### src/rtl/cseq_pkg.sv
// Shared types for the conversion sequencer.
// Assumes: the power state is exported as a plain 2-bit port.
package cseq_pkg;
    typedef enum logic [1:0] {
        PWR_ACTIVE   = 2'b00,
        PWR_SHUTDOWN = 2'b01,
        PWR_WAKING   = 2'b10
    } pwr_state_t;
endpackage

### src/rtl/cseq_edge.sv
// Edge detector for the conversion-start line.
// Optionally synchronises the line first through SYNC_STAGES flops.
// Assumes: with SYNC_STAGES = 0 the input is already synchronous to clk.
module cseq_edge #(
    parameter int SYNC_STAGES = 0
) (
    input  logic clk,
    input  logic rst_n,
    input  logic din,
    output logic fall,
    output logic rise
);
    logic [SYNC_STAGES:0] chain;
    logic                 prev;
    logic                 cur;

    assign chain[0] = din;

    generate
        for (genvar i = 0; i < SYNC_STAGES; i++) begin : g_sync
            // Shift the line through one synchroniser stage.
            always_ff @(posedge clk) begin
                if (!rst_n) chain[i+1] <= 1'b0;
                else        chain[i+1] <= chain[i];
            end
        end
    endgenerate

    assign cur = chain[SYNC_STAGES];

    // Remember the previous sample to find edges.
    always_ff @(posedge clk) begin
        if (!rst_n) prev <= 1'b0;
        else        prev <= cur;
    end

    assign fall = prev & ~cur;
    assign rise = ~prev & cur;
endmodule

### src/rtl/cseq_chan_sel.sv
// Configuration holder and channel selector.
// Keeps the address, the sequencing enable and the power-down request.
// Presents the channel the next accepted conversion should use.
// Assumes: take is pulsed once per accepted conversion start.
module cseq_chan_sel #(
    parameter int NUM_CH = 4,
    parameter int CH_W   = 2
) (
    input  logic            clk,
    input  logic            rst_n,
    input  logic            wr,
    input  logic [CH_W-1:0] wr_addr,
    input  logic            wr_seq,
    input  logic            wr_pd,
    input  logic            take,
    output logic [CH_W-1:0] ch_next,
    output logic            pd_cfg
);
    logic [CH_W-1:0] addr_q;
    logic            seq_q;
    logic [CH_W-1:0] ptr;
    logic [CH_W-1:0] ptr_inc;

    assign ptr_inc = (ptr == addr_q) ? '0 : CH_W'(ptr + 1'b1);

    // Load the configuration on a write.
    always_ff @(posedge clk) begin
        if (!rst_n) begin
            addr_q <= '0;
            seq_q  <= 1'b0;
            pd_cfg <= 1'b0;
        end else if (wr) begin
            addr_q <= wr_addr;
            seq_q  <= wr_seq;
            pd_cfg <= wr_pd;
        end
    end

    // Sequence pointer: restart on a write, step on each sequenced start.
    always_ff @(posedge clk) begin
        if (!rst_n)              ptr <= '0;
        else if (wr)             ptr <= '0;
        else if (take && seq_q)  ptr <= ptr_inc;
    end

    assign ch_next = seq_q ? ptr : addr_q;
endmodule

### src/rtl/cseq_conv_timer.sv
// Conversion timer: busy lasts exactly CONV_CYCLES cycles after a start.
// Assumes: start is only asserted while busy is low.
module cseq_conv_timer #(
    parameter int CONV_CYCLES = 14
) (
    input  logic clk,
    input  logic rst_n,
    input  logic start,
    output logic busy,
    output logic done
);
    localparam int CNT_W = $clog2(CONV_CYCLES + 1);
    logic [CNT_W-1:0] cnt;

    assign done = busy && (cnt == '0);

    // Count down the remaining conversion cycles.
    always_ff @(posedge clk) begin
        if (!rst_n) begin
            busy <= 1'b0;
            cnt  <= '0;
        end else if (start) begin
            busy <= 1'b1;
            cnt  <= CNT_W'(CONV_CYCLES - 1);
        end else if (busy) begin
            if (cnt == '0) busy <= 1'b0;
            else           cnt  <= cnt - 1'b1;
        end
    end
endmodule

### src/rtl/cseq_power.sv
// Power-state controller.
// Enters shutdown at the end of a conversion when requested, leaves it on a
// rising start edge, then waits PWRUP_CYCLES cycles before returning active.
// Assumes: PWRUP_CYCLES >= 1.
module cseq_power
    import cseq_pkg::*;
#(
    parameter int PWRUP_CYCLES = 8
) (
    input  logic       clk,
    input  logic       rst_n,
    input  logic       conv_done,
    input  logic       pd_req,
    input  logic       wake,
    output pwr_state_t state
);
    localparam int WCNT_W = $clog2(PWRUP_CYCLES + 1);
    logic [WCNT_W-1:0] wcnt;

    // Step the power state machine.
    always_ff @(posedge clk) begin
        if (!rst_n) begin
            state <= PWR_ACTIVE;
            wcnt  <= '0;
        end else begin
            unique case (state)
                PWR_ACTIVE: begin
                    if (conv_done && pd_req) state <= PWR_SHUTDOWN;
                end
                PWR_SHUTDOWN: begin
                    if (wake) begin
                        state <= PWR_WAKING;
                        wcnt  <= WCNT_W'(PWRUP_CYCLES - 1);
                    end
                end
                PWR_WAKING: begin
                    if (wcnt == '0) state <= PWR_ACTIVE;
                    else            wcnt  <= wcnt - 1'b1;
                end
                default: state <= PWR_ACTIVE;
            endcase
        end
    end
endmodule

### src/rtl/conv_sequencer.sv
// Multichannel conversion sequencer with shutdown (top level).
// Accepts a start only when idle and active, latches the channel and the
// power-down request at that start, and drives busy and the power state.
// Assumes: conv_start is synchronous unless SYNC_STAGES > 0.
module conv_sequencer
    import cseq_pkg::*;
#(
    parameter int NUM_CH       = 4,
    parameter int CONV_CYCLES  = 14,
    parameter int PWRUP_CYCLES = 8,
    parameter int SYNC_STAGES  = 0,
    localparam int CH_W        = (NUM_CH > 1) ? $clog2(NUM_CH) : 1
) (
    input  logic            clk,
    input  logic            rst_n,
    input  logic            conv_start,
    input  logic            cfg_wr,
    input  logic [CH_W-1:0] cfg_addr,
    input  logic            cfg_seq_en,
    input  logic            cfg_pd,
    output logic            busy,
    output logic [CH_W-1:0] conv_ch,
    output logic [1:0]      pwr_state
);
    logic            st_fall;
    logic            st_rise;
    logic            take;
    logic            done;
    logic            pd_cfg;
    logic            pd_lat;
    logic [CH_W-1:0] ch_next;
    pwr_state_t      pstate;

    cseq_edge #(.SYNC_STAGES(SYNC_STAGES)) u_edge (
        .clk  (clk),
        .rst_n(rst_n),
        .din  (conv_start),
        .fall (st_fall),
        .rise (st_rise)
    );

    assign take = st_fall && !busy && (pstate == PWR_ACTIVE);

    cseq_chan_sel #(.NUM_CH(NUM_CH), .CH_W(CH_W)) u_sel (
        .clk    (clk),
        .rst_n  (rst_n),
        .wr     (cfg_wr),
        .wr_addr(cfg_addr),
        .wr_seq (cfg_seq_en),
        .wr_pd  (cfg_pd),
        .take   (take),
        .ch_next(ch_next),
        .pd_cfg (pd_cfg)
    );

    cseq_conv_timer #(.CONV_CYCLES(CONV_CYCLES)) u_timer (
        .clk  (clk),
        .rst_n(rst_n),
        .start(take),
        .busy (busy),
        .done (done)
    );

    // Latch the channel and the power-down request at each accepted start.
    always_ff @(posedge clk) begin
        if (!rst_n) begin
            conv_ch <= '0;
            pd_lat  <= 1'b0;
        end else if (take) begin
            conv_ch <= ch_next;
            pd_lat  <= pd_cfg;
        end
    end

    cseq_power #(.PWRUP_CYCLES(PWRUP_CYCLES)) u_pwr (
        .clk      (clk),
        .rst_n    (rst_n),
        .conv_done(done),
        .pd_req   (pd_lat),
        .wake     (st_rise),
        .state    (pstate)
    );

    assign pwr_state = pstate;
endmodule

### config.mk
export PLATFORM = sky130hd
export DESIGN_NAME = conv_sequencer
export DESIGN_NICKNAME = d
export VERILOG_FILES = /design/src/rtl/cseq_pkg.sv /design/src/rtl/cseq_edge.sv /design/src/rtl/cseq_chan_sel.sv /design/src/rtl/cseq_conv_timer.sv /design/src/rtl/cseq_power.sv /design/src/rtl/conv_sequencer.sv
export SDC_FILE = /design/constraint.sdc
export NUM_CORES = 1
export LEC_CHECK = 0
export ABC_AREA = 1
export BUFFER_PORTS_ARGS = -buffer_cell sky130_fd_sc_hd__buf_2
export CORE_MARGIN = 4
export CORE_UTILIZATION = 50
export CTS_CLUSTER_DIAMETER = 100
export DETAILED_ROUTE_END_ITERATION = 12
export PLACE_DENSITY = 0.7
export SLEW_MARGIN = 20
export SYNTH_ARGS = -nofsm -noshare
export SYNTH_HDL_FRONTEND = slang
export SYNTH_SLANG_ARGS = --single-unit
### constraint.sdc
create_clock -name clk -period 1.7 [get_ports clk]
set_clock_uncertainty 0.05 [all_clocks]
set_input_delay 0.255 -clock clk [delete_from_list [all_inputs] [get_ports clk]]
set_output_delay 0.255 -clock clk [all_outputs]
set_load 0.1 [all_outputs]
* Yosys cells after proc, flatten, opt, wreduce, memory -nomap -nowiden *
Cells that the tools add are included.

word-level totals
  bits in registers = 21
  bits of input ports = 8
  output and inout bits = 5
  logic and storage cells = 61

cells by class
  add/sub/neg operators = 3
  eq/ne operators = 8
  mux-type cells = 15
  bitwise logic cells = 6
  reductions and logical operators = 17

operators with widths
  kind                                                                      count
  4-bit 2-to-1 mux                                                          5
  2-bit 2-to-1 mux                                                          5
  4-bit logical NOT                                                         2
  4-bit case mux with 2 select lines                                        1
  4-bit by 1-bit subtractor with 4-bit output (second input constant)       2
  2-bit inequality test (second input constant)                             3
  2-bit case mux with 3 select lines                                        1
  3-bit AND reduction                                                       2
  1-bit logical AND                                                         5
  2-bit by 1-bit inequality test with 1-bit output (second input constant)  2
  1-bit inverter                                                            4
  2-bit AND reduction                                                       2
  2-bit nonzero test                                                        2
  2-bit OR reduction                                                        2
  1-bit 2-to-1 mux                                                          3
  2-bit by 1-bit adder with 2-bit output (second input constant)            1
  1-bit AND                                                                 2
  2-bit by 1-bit == test with 1-bit output (second input constant)          1
  2-bit == test                                                             1
  2-bit == test (second input constant)                                     1
  2-bit logical NOT                                                         1
  1-bit logical NOT                                                         1

* Logic depth before layout (Yosys ltp) *
  depth after elaboration = 6
  gate-level depth with buffers = 8
  mapped depth without buffers = 8

* By module *
From an unflattened synthesis, not the netlist that was laid out.

second synthesis, totals
  cells, all modules = 160
  area, all modules = 1101.1 um2

by module, submodules not included
  module           times used  cells an instance  area each (um2)  seq. area each (um2)
  cseq_power       1           48                 330.3            120.1
  cseq_conv_timer  1           38                 294.0            100.1
  cseq_chan_sel    1           45                 285.3            120.1
  conv_sequencer   1           22                 146.4            60.1
  cseq_edge        1           7                  45.0             20.0

* Worst setup path after synthesis *
Ideal clock, no wire load.

  path type = reg-to-reg
  start point = register u_pwr.state[0]
  end point = register u_pwr.wcnt[2]
  setup time = 124 ps
  arrival = 1590 ps
  required time = 1526 ps
  path slack = -65 ps
  stages on the path, launching flop included = 8
  path buffers = 0
  clock period less this slack = 1765 ps
  path through = dfxtp_1 inv_1 nor2_2 nand3_1 nand2_2 inv_2 nand2_1 a21oi_1

on the way
  longest elaborated chain between the ends = 3
  elaborated cells on any way between the ends = 7
  those cells by class = 4 x eq/ne; 1 x mux; 2 x reduce/logical

RTL lines
  item                                                                       RTL line          RTL
  start: declaration                                                         cseq_power.sv:15  output pwr_state_t state
  start signal: assignment                                                   cseq_power.sv:23  state <= PWR_ACTIVE;
  start signal: assignment                                                   cseq_power.sv:28  if (conv_done && pd_req) state <= PWR_SHUTDOWN;
  start signal: assignment                                                   cseq_power.sv:32  state <= PWR_WAKING;
  2-bit == test or 2-bit by 1-bit == test with 1-bit output (tied branches)  cseq_power.sv:26  unique case (state)
  2-bit inequality test (no line) or 2-bit nonzero test (tied branches)      n/a
  3-bit AND reduction (no line)                                              n/a
  end signal: assignment                                                     cseq_power.sv:33  wcnt <= WCNT_W'(PWRUP_CYCLES - 1);
  end signal: assignment                                                     cseq_power.sv:38  else wcnt <= wcnt - 1'b1;
  end: declaration                                                           cseq_power.sv:18  logic [WCNT_W-1:0] wcnt;

Several ways; a longest one is shown, not always the timed one.
A chain may end at the register's enable or synchronous reset.

* Worst setup path after layout *
  start point = register u_timer.busy
  end point = output busy

RTL lines
  item                      RTL line               RTL
  start: declaration        cseq_conv_timer.sv:9   output logic busy,
  start signal: assignment  cseq_conv_timer.sv:20  busy <= 1'b0;
  start signal: assignment  cseq_conv_timer.sv:23  busy <= 1'b1;
  start signal: assignment  cseq_conv_timer.sv:26  if (cnt == '0) busy <= 1'b0;
  end: declaration          conv_sequencer.sv:21   output logic busy,

No word-level cell between the ends.

==> results.cfg <==
[critical_path]
arrival_ns = 1.17
worst_ep_required_time_ns = 1.39
critPathKind = reg2out
slowest_delay_ns = 0.45
crit_path_start_kind = register
crit_family = buffers and inverters
crit_fanout = 7
cp_slowest_cell = buf_2
path_cells = buf_2
crit_buf_inv = 1
endpoint_kind = output port

[sta]
tns_ns = 0
fmax_ghz = 0.676
hold_violations = 0
fin_crit_ns = 1.48
slew_viol_final = 0
worst_pin_slew_ns = 0.485
relSlewSlack_pct = 67.9
setup_viol = 0
period_share_pct = 87.0
rsz0062_at_grt = false

[drt]
drt-initial-drc-count = 4
finalWirelength_mm = 1.79
firstDrtPassIters = 4
viasPerCell = 4.79
dr_total_vias = 863
drc = 0
wl_per_cell_um = 9.93
drtAntennaViolNets = 0

[layout]
final_nets = 165
area_delta_synth_final_pct = 10.3
n_antenna_cell = 0
fin_cells = 180
fill_cells = 199
fin_area_mm2 = 0.00116
final_core_util_pct = 58.3
drive_gt1_share_pct = 27.5

[global_route]
grt_pass1_vias = 856
grt_max_degree = 14
grt_overflow = 0
grt_pass1_wl_mm = 3.33
antenna_found_initial = 0
gr-usage-all-layers_pct = 15.6

[place]
gp_congestion = 0.747
placed_cell_area_mm2 = 0.00113
portBuffers = 12
dp.cells = 176
dp_hpwl_mm = 1.39

[die]
die_y_um = 53.8
initial_core_util_pct = 52.9
core_mm2 = 0.00198
pin_count = 13
dieArea_mm2 = 0.00289
die_w_um = 53.8
row_count = 16

[status]
status = completed

[clocking]
cts_tree = built
ctsHtreeMaxLevel = 1
clkLatencyLatePin_ns = 0.30
cts.sinks = 21
numCtsBuffers = 3
post-cts-setup-buffers = 0
postCtsHoldBufs = 0
ctsRootBufferMaster = clkbuf_4
clkTransAtPathRegs_ns = 0.11
ctsResizeCount = 0
clockBufferDepth = 2

[flow_run]
cap_violations = 0

[yosys]
avgSynthCellArea_um2 = 7.54
seq_area_frac_synth_pct = 40.1
syn_inst = 139
yosys_warnings = 0
ys_types = 25
synth-seq-cells = 21
synth_nets = 150
syn_area_mm2 = 0.00105

[pwr]
cellPowerDensity_mw_per_mm2 = 775
ir_drop_mv = 0.458
p_leak_nw = 0.495

[worst_hold_path]
worst_hold_path_type = in2reg
## area by class of cell
class                           count  area (um^2)  share of cell area [%]
Clock buffer                        4         26.3                    2.27
Tap cell                           27         33.8                    2.92
Inverter                           26         97.6                    8.44
Timing Repair Buffer               12         60.1                    5.19
Sequential cell                    21          424                    36.7
Multi-Input combinational cell     90          514                    44.5
## through the flow
step                power, mW  worst slack, ns  hold WS (ns)
global placement        0.667            0.369         0.393
floorplan               0.643            0.298         0.298
global route            0.938            0.154         0.138
finish                  0.895            0.220         0.125
CTS                     0.903            0.220         0.124
detailed placement      0.670            0.333         0.392
## cells in the final DEF (no fill, tap or decap)
cell       n
nand3_2    1
dfxtp_1   18
nand4_1    2
a21oi_2    5
xor2_1     2
xnor2_1    2
clkbuf_4   3
inv_2      3
ha_1       3
nand2_4    1
o21ai_0    8
dfxtp_2    3
nor2_2     5
o21ai_1    1
nor2_1    12
nand3_1   10
buf_2     12
a21oi_1    7
or2_2      1
o21ai_2    4
nand2_1   18
clkbuf_1   1
a31oi_1    2
nand2_2    4
inv_1     23
and3_1     1
nor3_1     1
## state kept, by name, indices dropped and copies added (netlist names)
name	cells
conv_ch	2
pd_lat	1
u_edge.prev	1
u_pwr.state	2
u_pwr.wcnt	4
u_sel.addr_q	2
u_sel.pd_cfg	1
u_sel.ptr	2
u_sel.seq_q	1
u_timer.busy	1
u_timer.cnt	4
## worst paths after layout
check                                     from              end  slack [ns]  cells after the start
worst max-delay path              u_timer.busy             busy        0.22                      1
worst min-delay path               cfg_addr[1]  u_sel.addr_q[1]        0.13                      3
worst max register to register  u_pwr.state[1]     u_sel.ptr[0]        0.32                      5
worst min register to register      conv_ch[1]       conv_ch[1]        0.41                      2
## where the power goes
part	total [mW]	switching (mW)	internal (mW)
clock network	0.237	0.146	0.0913
logic	0.133	0.0917	0.0414
registers	0.525	0.0146	0.511
## kinds of logic (layout without fill, tap and decap cells)
group / count (synthesis) / in the layout / share of synthesized area [%]
and+or+nand+nor: 56 / 56 / 25.8
DFF: 21 / 21 / 40.1
adders and majority gates: 3 / 3 / 3.58
xor gates and xnor gates: 4 / 4 / 3.34
AOI/OAI and AO/OA: 27 / 27 / 16.3
buffers and inverters: 28 / 42 / 10.9
## worst min-delay path: cells and delay by family
kind / cells / cell delay [ns]
buffers and inverters: 1 / 0.07
and+or+nand+nor: 2 / 0.11
## Yosys cell counts (all sizes together)
library cell	count	share of area (%)
inv	26	9.3
xnor2	2	1.7
nor3	1	0.48
a21oi	12	7.5
a31oi	2	1.2
dfxtp	21	40
ha	3	3.6
and3	1	0.60
nand2	23	9.9
buf	2	1.6
nor2	17	7.3
o21ai	13	7.6
or2	1	0.60
xor2	2	1.7
nand4	2	1.2
nand3	11	5.7
## metal layers
layer | vias to the layer above | track usage [%] | routed length (um) | part of all wire (%)
met5 | - | 0 | 0 | 0
li1 | 470 | - | - | -
met2 | 14 | 27.2 | 780 | 44
met3 | 4 | 2.49 | 73 | 4.1
met1 | 375 | 18.9 | 909 | 51
met4 | 0 | 5.96 | 25 | 1.4
Note: power is estimated with default switching activity, not from simulation.
